<file path="src/rtl/accum_pkg.sv">
package accum_pkg;

  localparam int OPC_W = 4;

  typedef enum logic [OPC_W-1:0] {
    OP_HLT = 4'd0,
    OP_LDA = 4'd1,
    OP_ADD = 4'd2,
    OP_STA = 4'd3
  } opcode_e;

  typedef enum logic [3:0] {
    ST_FMAR,   // address register <- program counter
    ST_RD,     // read strobe on the bus
    ST_WAIT,   // returned word -> data register
    ST_CIR,    // instruction register <- data register, PC + 1
    ST_DEC,    // decode
    ST_OPR,    // accumulator update from data register
    ST_SMAR,   // address register <- operand for store
    ST_WR,     // write strobe on the bus
    ST_HALT
  } state_e;

  typedef enum logic [1:0] {
    ACC_HOLD,
    ACC_LOAD,
    ACC_ADD
  } acc_op_e;

  typedef struct packed {
    logic    mar_from_pc;
    logic    mar_from_ir;
    logic    mdr_from_mem;
    logic    mdr_from_acc;
    logic    cir_from_mdr;
    logic    pc_inc;
    acc_op_e acc_op;
  } ctl_s;

endpackage

</file>
<file path="src/rtl/accum_alu.sv">
module accum_alu
  import accum_pkg::*;
#(
  parameter int DATA_W = 16
) (
  input  acc_op_e             op,
  input  logic [DATA_W-1:0]   a,
  input  logic [DATA_W-1:0]   b,
  output logic [DATA_W-1:0]   y
);

  always_comb begin
    case (op)
      ACC_LOAD: y = b;
      ACC_ADD:  y = a + b;   // wraps, no flags
      default:  y = a;
    endcase
  end

endmodule

</file>
<file path="src/rtl/accum_ctrl.sv">
module accum_ctrl
  import accum_pkg::*;
(
  input  logic             clk,
  input  logic             rst,
  input  logic [OPC_W-1:0] opcode,
  output ctl_s             ctl,
  output logic             mem_rd,
  output logic             mem_wr,
  output logic             halted
);

  state_e state, nxt;
  logic   fetch_ph;
  logic   rd_q, wr_q, halt_q;

  always_comb begin
    nxt = state;
    ctl = '0;
    case (state)
      ST_FMAR: begin
        ctl.mar_from_pc = 1'b1;
        nxt = ST_RD;
      end
      ST_RD:   nxt = ST_WAIT;
      ST_WAIT: begin
        ctl.mdr_from_mem = 1'b1;
        nxt = fetch_ph ? ST_CIR : ST_OPR;
      end
      ST_CIR: begin
        ctl.cir_from_mdr = 1'b1;
        ctl.pc_inc       = 1'b1;
        nxt = ST_DEC;
      end
      ST_DEC: begin
        case (opcode)
          OP_LDA, OP_ADD: begin
            ctl.mar_from_ir = 1'b1;
            nxt = ST_RD;
          end
          OP_STA: begin
            ctl.mdr_from_acc = 1'b1;
            nxt = ST_SMAR;
          end
          OP_HLT:  nxt = ST_HALT;
          default: nxt = ST_FMAR;
        endcase
      end
      ST_OPR: begin
        ctl.acc_op = (opcode == OP_ADD) ? ACC_ADD : ACC_LOAD;
        nxt = ST_FMAR;
      end
      ST_SMAR: begin
        ctl.mar_from_ir = 1'b1;
        nxt = ST_WR;
      end
      ST_WR:   nxt = ST_FMAR;
      ST_HALT: nxt = ST_HALT;
      default: nxt = ST_FMAR;
    endcase
  end

  always_ff @(posedge clk) begin
    if (rst) begin
      state    <= ST_FMAR;
      fetch_ph <= 1'b1;
      rd_q     <= 1'b0;
      wr_q     <= 1'b0;
      halt_q   <= 1'b0;
    end else begin
      state  <= nxt;
      rd_q   <= (nxt == ST_RD);
      wr_q   <= (nxt == ST_WR);
      halt_q <= halt_q | (nxt == ST_HALT);
      if (state == ST_FMAR)     fetch_ph <= 1'b1;
      else if (state == ST_DEC) fetch_ph <= 1'b0;
    end
  end

  assign mem_rd = rd_q;
  assign mem_wr = wr_q;
  assign halted = halt_q;

  // one access per cycle, read pulse one cycle wide
  a_r10_rd_wr_excl: assert property (@(posedge clk) disable iff (rst)
    !(rd_q && wr_q));
  a_r10_rd_pulse: assert property (@(posedge clk) disable iff (rst)
    rd_q |=> !rd_q);
  // data register captures in the cycle after the read strobe
  a_r9_capture_after_rd: assert property (@(posedge clk) disable iff (rst)
    rd_q |=> ctl.mdr_from_mem);
  // halt is sticky and silences the bus
  a_r7_halt_sticky: assert property (@(posedge clk) disable iff (rst)
    halt_q |=> halt_q);
  a_r7_halt_quiet: assert property (@(posedge clk) disable iff (rst)
    halt_q |-> (!rd_q && !wr_q));

endmodule

</file>
<file path="src/rtl/accum_datapath.sv">
module accum_datapath
  import accum_pkg::*;
#(
  parameter int DATA_W = 16,
  parameter int ADDR_W = DATA_W - OPC_W
) (
  input  logic              clk,
  input  logic              rst,
  input  ctl_s              ctl,
  input  logic [DATA_W-1:0] mem_rdata,
  output logic [ADDR_W-1:0] mem_addr,
  output logic [DATA_W-1:0] mem_wdata,
  output logic [OPC_W-1:0]  opcode
);

  logic [ADDR_W-1:0] pc, mar;
  logic [DATA_W-1:0] mdr, cir, acc, alu_y;

  accum_alu #(.DATA_W(DATA_W)) alu_i (
    .op (ctl.acc_op),
    .a  (acc),
    .b  (mdr),
    .y  (alu_y)
  );

  always_ff @(posedge clk) begin
    if (rst) begin
      pc  <= '0;
      mar <= '0;
      mdr <= '0;
      cir <= '0;
      acc <= '0;
    end else begin
      if (ctl.mar_from_pc)       mar <= pc;
      else if (ctl.mar_from_ir)  mar <= cir[ADDR_W-1:0];
      if (ctl.mdr_from_mem)      mdr <= mem_rdata;
      else if (ctl.mdr_from_acc) mdr <= acc;
      if (ctl.cir_from_mdr)      cir <= mdr;
      if (ctl.pc_inc)            pc  <= pc + 1'b1;
      if (ctl.acc_op != ACC_HOLD) acc <= alu_y;
    end
  end

  assign mem_addr  = mar;
  assign mem_wdata = mdr;
  assign opcode    = cir[DATA_W-1 -: OPC_W];

  // program counter steps by one after each fetch
  a_r2_pc_step: assert property (@(posedge clk) disable iff (rst)
    ctl.pc_inc |=> (pc == $past(pc) + 1'b1));
  // load takes the captured word
  a_r4_load: assert property (@(posedge clk) disable iff (rst)
    (ctl.acc_op == ACC_LOAD) |=> (acc == $past(mdr)));
  // add wraps modulo 2^DATA_W
  a_r5_add_wrap: assert property (@(posedge clk) disable iff (rst)
    (ctl.acc_op == ACC_ADD) |=> (acc == $past(acc) + $past(mdr)));
  // accumulator untouched unless an update is commanded
  a_r8_acc_hold: assert property (@(posedge clk) disable iff (rst)
    (ctl.acc_op == ACC_HOLD) |=> $stable(acc));

endmodule

</file>
<file path="src/rtl/accum_cpu.sv">
module accum_cpu
  import accum_pkg::*;
#(
  parameter int DATA_W = 16,
  parameter int ADDR_W = DATA_W - OPC_W
) (
  input  logic              clk,
  input  logic              rst,
  output logic [ADDR_W-1:0] mem_addr,
  output logic [DATA_W-1:0] mem_wdata,
  input  logic [DATA_W-1:0] mem_rdata,
  output logic              mem_rd,
  output logic              mem_wr,
  output logic              halted
);

  ctl_s             ctl;
  logic [OPC_W-1:0] opcode;

  accum_ctrl ctrl_i (
    .clk    (clk),
    .rst    (rst),
    .opcode (opcode),
    .ctl    (ctl),
    .mem_rd (mem_rd),
    .mem_wr (mem_wr),
    .halted (halted)
  );

  accum_datapath #(.DATA_W(DATA_W), .ADDR_W(ADDR_W)) dp_i (
    .clk       (clk),
    .rst       (rst),
    .ctl       (ctl),
    .mem_rdata (mem_rdata),
    .mem_addr  (mem_addr),
    .mem_wdata (mem_wdata),
    .opcode    (opcode)
  );

  // write data leaves only on a write strobe, never together with a read
  a_r6_wr_no_rd: assert property (@(posedge clk) disable iff (rst)
    mem_wr |-> !mem_rd);

endmodule

</file>
<file path="config.mk">
export PLATFORM = sky130hd
export DESIGN_NAME = accum_cpu
export DESIGN_NICKNAME = d
export VERILOG_FILES = /design/src/rtl/accum_pkg.sv /design/src/rtl/accum_alu.sv /design/src/rtl/accum_ctrl.sv /design/src/rtl/accum_datapath.sv /design/src/rtl/accum_cpu.sv
export SDC_FILE = /design/constraint.sdc
export NUM_CORES = 1
export LEC_CHECK = 0
export BUFFER_PORTS_ARGS = -buffer_cell sky130_fd_sc_hd__buf_4
export CORE_ASPECT_RATIO = 0.75
export CORE_MARGIN = 2
export CORE_UTILIZATION = 40
export DETAILED_ROUTE_END_ITERATION = 10
export GPL_TIMING_DRIVEN = 0
export SLEW_MARGIN = 10
export SYNTH_ARGS = -nofsm -noshare
export SYNTH_HDL_FRONTEND = slang
export SYNTH_SLANG_ARGS = --single-unit
</file>
<file path="constraint.sdc">
create_clock -name clk -period 6.1 [get_ports clk]
set_clock_uncertainty 0.1 [all_clocks]
set_input_delay 1.22 -clock clk [delete_from_list [all_inputs] [get_ports clk]]
set_output_delay 1.22 -clock clk [all_outputs]
set_load 0.01 [all_outputs]
</file>
==> impl_metrics.json <==
{
  "crit_required_ns": 6.26,
  "antenna-diode-count": 0,
  "nets": 583,
  "fin_crit_sh_pct": 46.5,
  "viasPerCell": 5.42,
  "row_count": 32,
  "cts_resized": 0,
  "synth_ff_type": "dfxtp_1",
  "synth_top_cell_by_area": "dfxtp_1",
  "startpoint_type": "register",
  "startpoint": "dp_i.mem_wdata[0]$_SDFFE_PP0P_",
  "path_class": "register to register",
  "worst_slack_ns": 3.26,
  "core_um2": 10200,
  "fillers": 1014,
  "power_density_nw_per_um2": 418,
  "synth_top_cell_area_share_pct": 38.3,
  "clkLatencyLatePin_ns": 0.34,
  "reg2reg_from": "dp_i.mem_wdata[0]$_SDFFE_PP0P_",
  "post_drt_wl_per_cell_um": 16.4,
  "irDropWorstVdd_v": 0.000231,
  "area_growth_pct": 20.7,
  "grt_use_total_pct": 21.2,
  "busiest_layer": "met2",
  "grt_max_degree": 14,
  "grt_pass1_vias": 3590,
  "avgSynthCellArea_um2": 8.56,
  "preCtsSetupSlack_ns": 3.03,
  "timing.final.setup_violations": 0,
  "drive_above_1_share_pct": 15.6,
  "die_h_um": 92.6,
  "dieArea_um2": 11300,
  "initial_core_util_pct": 40.8,
  "cts.sinks": 80,
  "slew_headroom_pct": 56.3,
  "cts_setup_buffers": 0,
  "finalMaxSlewViolations": 0,
  "root_buffer": "clkbuf_16",
  "vias": 3732,
  "drcViolationCount": 0,
  "hold_class": "register to register",
  "ys_async_sr_fraction_pct": 0,
  "die_x_um": 122,
  "synthesis.nets": 524,
  "holdBufCountCts": 0,
  "hold_viol": 0,
  "ys_warn_count": 0,
  "cp-end-kind": "register",
  "pin_count": 49,
  "rsz0062_at_grt": "no",
  "cts_made_buffers": 9,
  "use_met1_pct": 30.6,
  "layout_min_cycle_time_ns": 2.84,
  "drtIter0Drc": 254,
  "synthCells": 489,
  "ys_types": 57,
  "first_pass_iters": 5,
  "yosysSeqAreaShare_pct": 38.3,
  "grt_overflow": 0,
  "met3_usage_pct": 5.67,
  "gp_congestion": 0.941,
  "dp_hpwl_um": 8220,
  "outcome": "finished, final reports clean",
  "wl_um": 11300,
  "drtAntennaViolNets": 0,
  "grt_pass1_wl_um": 18300,
  "clkTransAtPathRegs_ns": 0.06,
  "antenna_found_initial": 0,
  "cts.path.max_buffers": 2,
  "synth_edf_count": 0,
  "worstMarginPinSlew_ns": 0.656,
  "path_max_fanout": 5,
  "hold_start": "ctrl_i.halted$_SDFF_PP0_",
  "timing.fmax_mhz": 352,
  "synth-seq-cells": 80,
  "max-cap-violations": 0,
  "cts_max_level": 3,
  "numPortBuffers": 48,
  "cts_tree": "yes",
  "power.leakage_nw": 1.94,
  "use_met2_pct": 31.1,
  "yosys-top-cells-area": "dfxtp_1, mux2i_1, nand2_1",
  "worstPathArrival_ns": 3.00,
  "synth_area_um2": 4190,
  "tns_ns": 0
}
-- routing by layer --
| layer | vias to the layer above | part of all wire, % |
|---|---|---|
| li1 | 1875 | - |
| met2 | 93 | 42 |
| met1 | 1754 | 52 |
| met3 | 10 | 5.6 |
| met4 | 0 | 0.96 |
| met5 | - | 0 |
-- final cells by class --
cell class	instances	area, µm²	share of cell area [%]
Multi-Input combinational cell	372	2400	47.6
Sequential cell	80	1600	31.7
Timing Repair Buffer	48	360	7.13
Clock buffer	11	233	4.61
Tap cell	136	170	3.37
Buffer	30	154	3.05
Clock inverter	5	105	2.08
Inverter	7	26.3	0.520
-- power breakdown --
group	switching (mW)	internal (mW)
registers	0.102	0.627
clock network	0.220	0.400
logic	0.426	0.335
total	0.749	1.36
-- cell usage after synthesis (4+ instances only) --
cell type  count
dfxtp_1       80
nand2_1       66
nor2_1        56
a21oi_1       45
a211oi_1      29
mux2i_1       28
clkbuf_1      20
ha_1          16
o21ai_0       14
xnor2_1       12
nand3_1       10
o21ai_1        9
xor2_1         9
and3_1         8
a31oi_1        7
inv_1          6
buf_2          5
nand4_1        5
nor2b_1        5
nor3_1         5
a21o_1         4
-- kinds of logic (layout without fill, tap and decap cells) --
family / Yosys count / count (layout) / share of synthesized area [%]
and+or+nand+nor: 174 / 174 / 20.3
AOI/OAI and AO/OA: 132 / 132 / 20.8
DFF: 80 / 80 / 38.3
buffers and inverters: 37 / 101 / 4.30
muxes: 28 / 28 / 6.70
xor gates and xnor gates: 21 / 21 / 4.39
adders and majority gates: 17 / 17 / 5.26
-- through the flow --
| stage | cells | area, µm² | hold slack (ns) | utilization, % | total power [mW] |
|---|---|---|---|---|---|
| global placement | 673 | 4720 | 0.339 | 46.0 | 1.49 |
| detailed placement | 673 | 4720 | 0.347 | 46.0 | 1.50 |
| finish | 689 | 5050 | 0.354 | 49.3 | 2.11 |
| global route | 689 | 5050 | 0.374 | 49.3 | 2.24 |
| floorplan | 489 | 4190 | 0.336 | - | 1.22 |
| CTS | 689 | 5050 | 0.358 | 49.3 | 2.13 |
-- cells in the final DEF (no fill, tap or decap), types with 8 or more instances in the layout --
cell type,count
a21oi_1,45
clkbuf_1,22
o21ai_0,14
and3_1,8
mux2i_1,28
nand3_1,10
clkbuf_16,9
o21ai_1,9
nand2_1,66
ha_1,16
a211oi_1,29
xor2_1,9
nor2_1,56
dfxtp_1,80
xnor2_1,12
buf_4,51
-- critical path, cell delays in order, from the launching register on --
cell and delay [ns]:
dfxtp_1 0.37, ha_1 0.26, fa_1 0.44, a211oi_2 0.36
nor4_2 0.11, o31ai_1 0.55, a31oi_1 0.19, xnor2_1 0.17
o31ai_2 0.21
-- worst paths after layout --
| path | to | slack [ns] | cells past startpoint |
|---|---|---|---|
| worst max-delay path | dp_i.acc[14]$_SDFFE_PP0P_ | 3.26 | 8 |
| worst min-delay path | ctrl_i.halted$_SDFF_PP0_ | 0.35 | 1 |
| worst max register to register | dp_i.acc[14]$_SDFFE_PP0P_ | 3.26 | 8 |
| worst min register to register | ctrl_i.halted$_SDFF_PP0_ | 0.35 | 1 |
-- registers in the layout, summed over array words and instances (netlist names) --
name and flops:
ctrl_i.fetch_ph 1, ctrl_i.halted 1, ctrl_i.mem_rd 1, ctrl_i.mem_wr 1, ctrl_i.state 4, dp_i.acc 16
dp_i.cir 16, dp_i.mem_addr 12, dp_i.mem_wdata 16, dp_i.pc 12
Power figures use the tool's default switching activity.
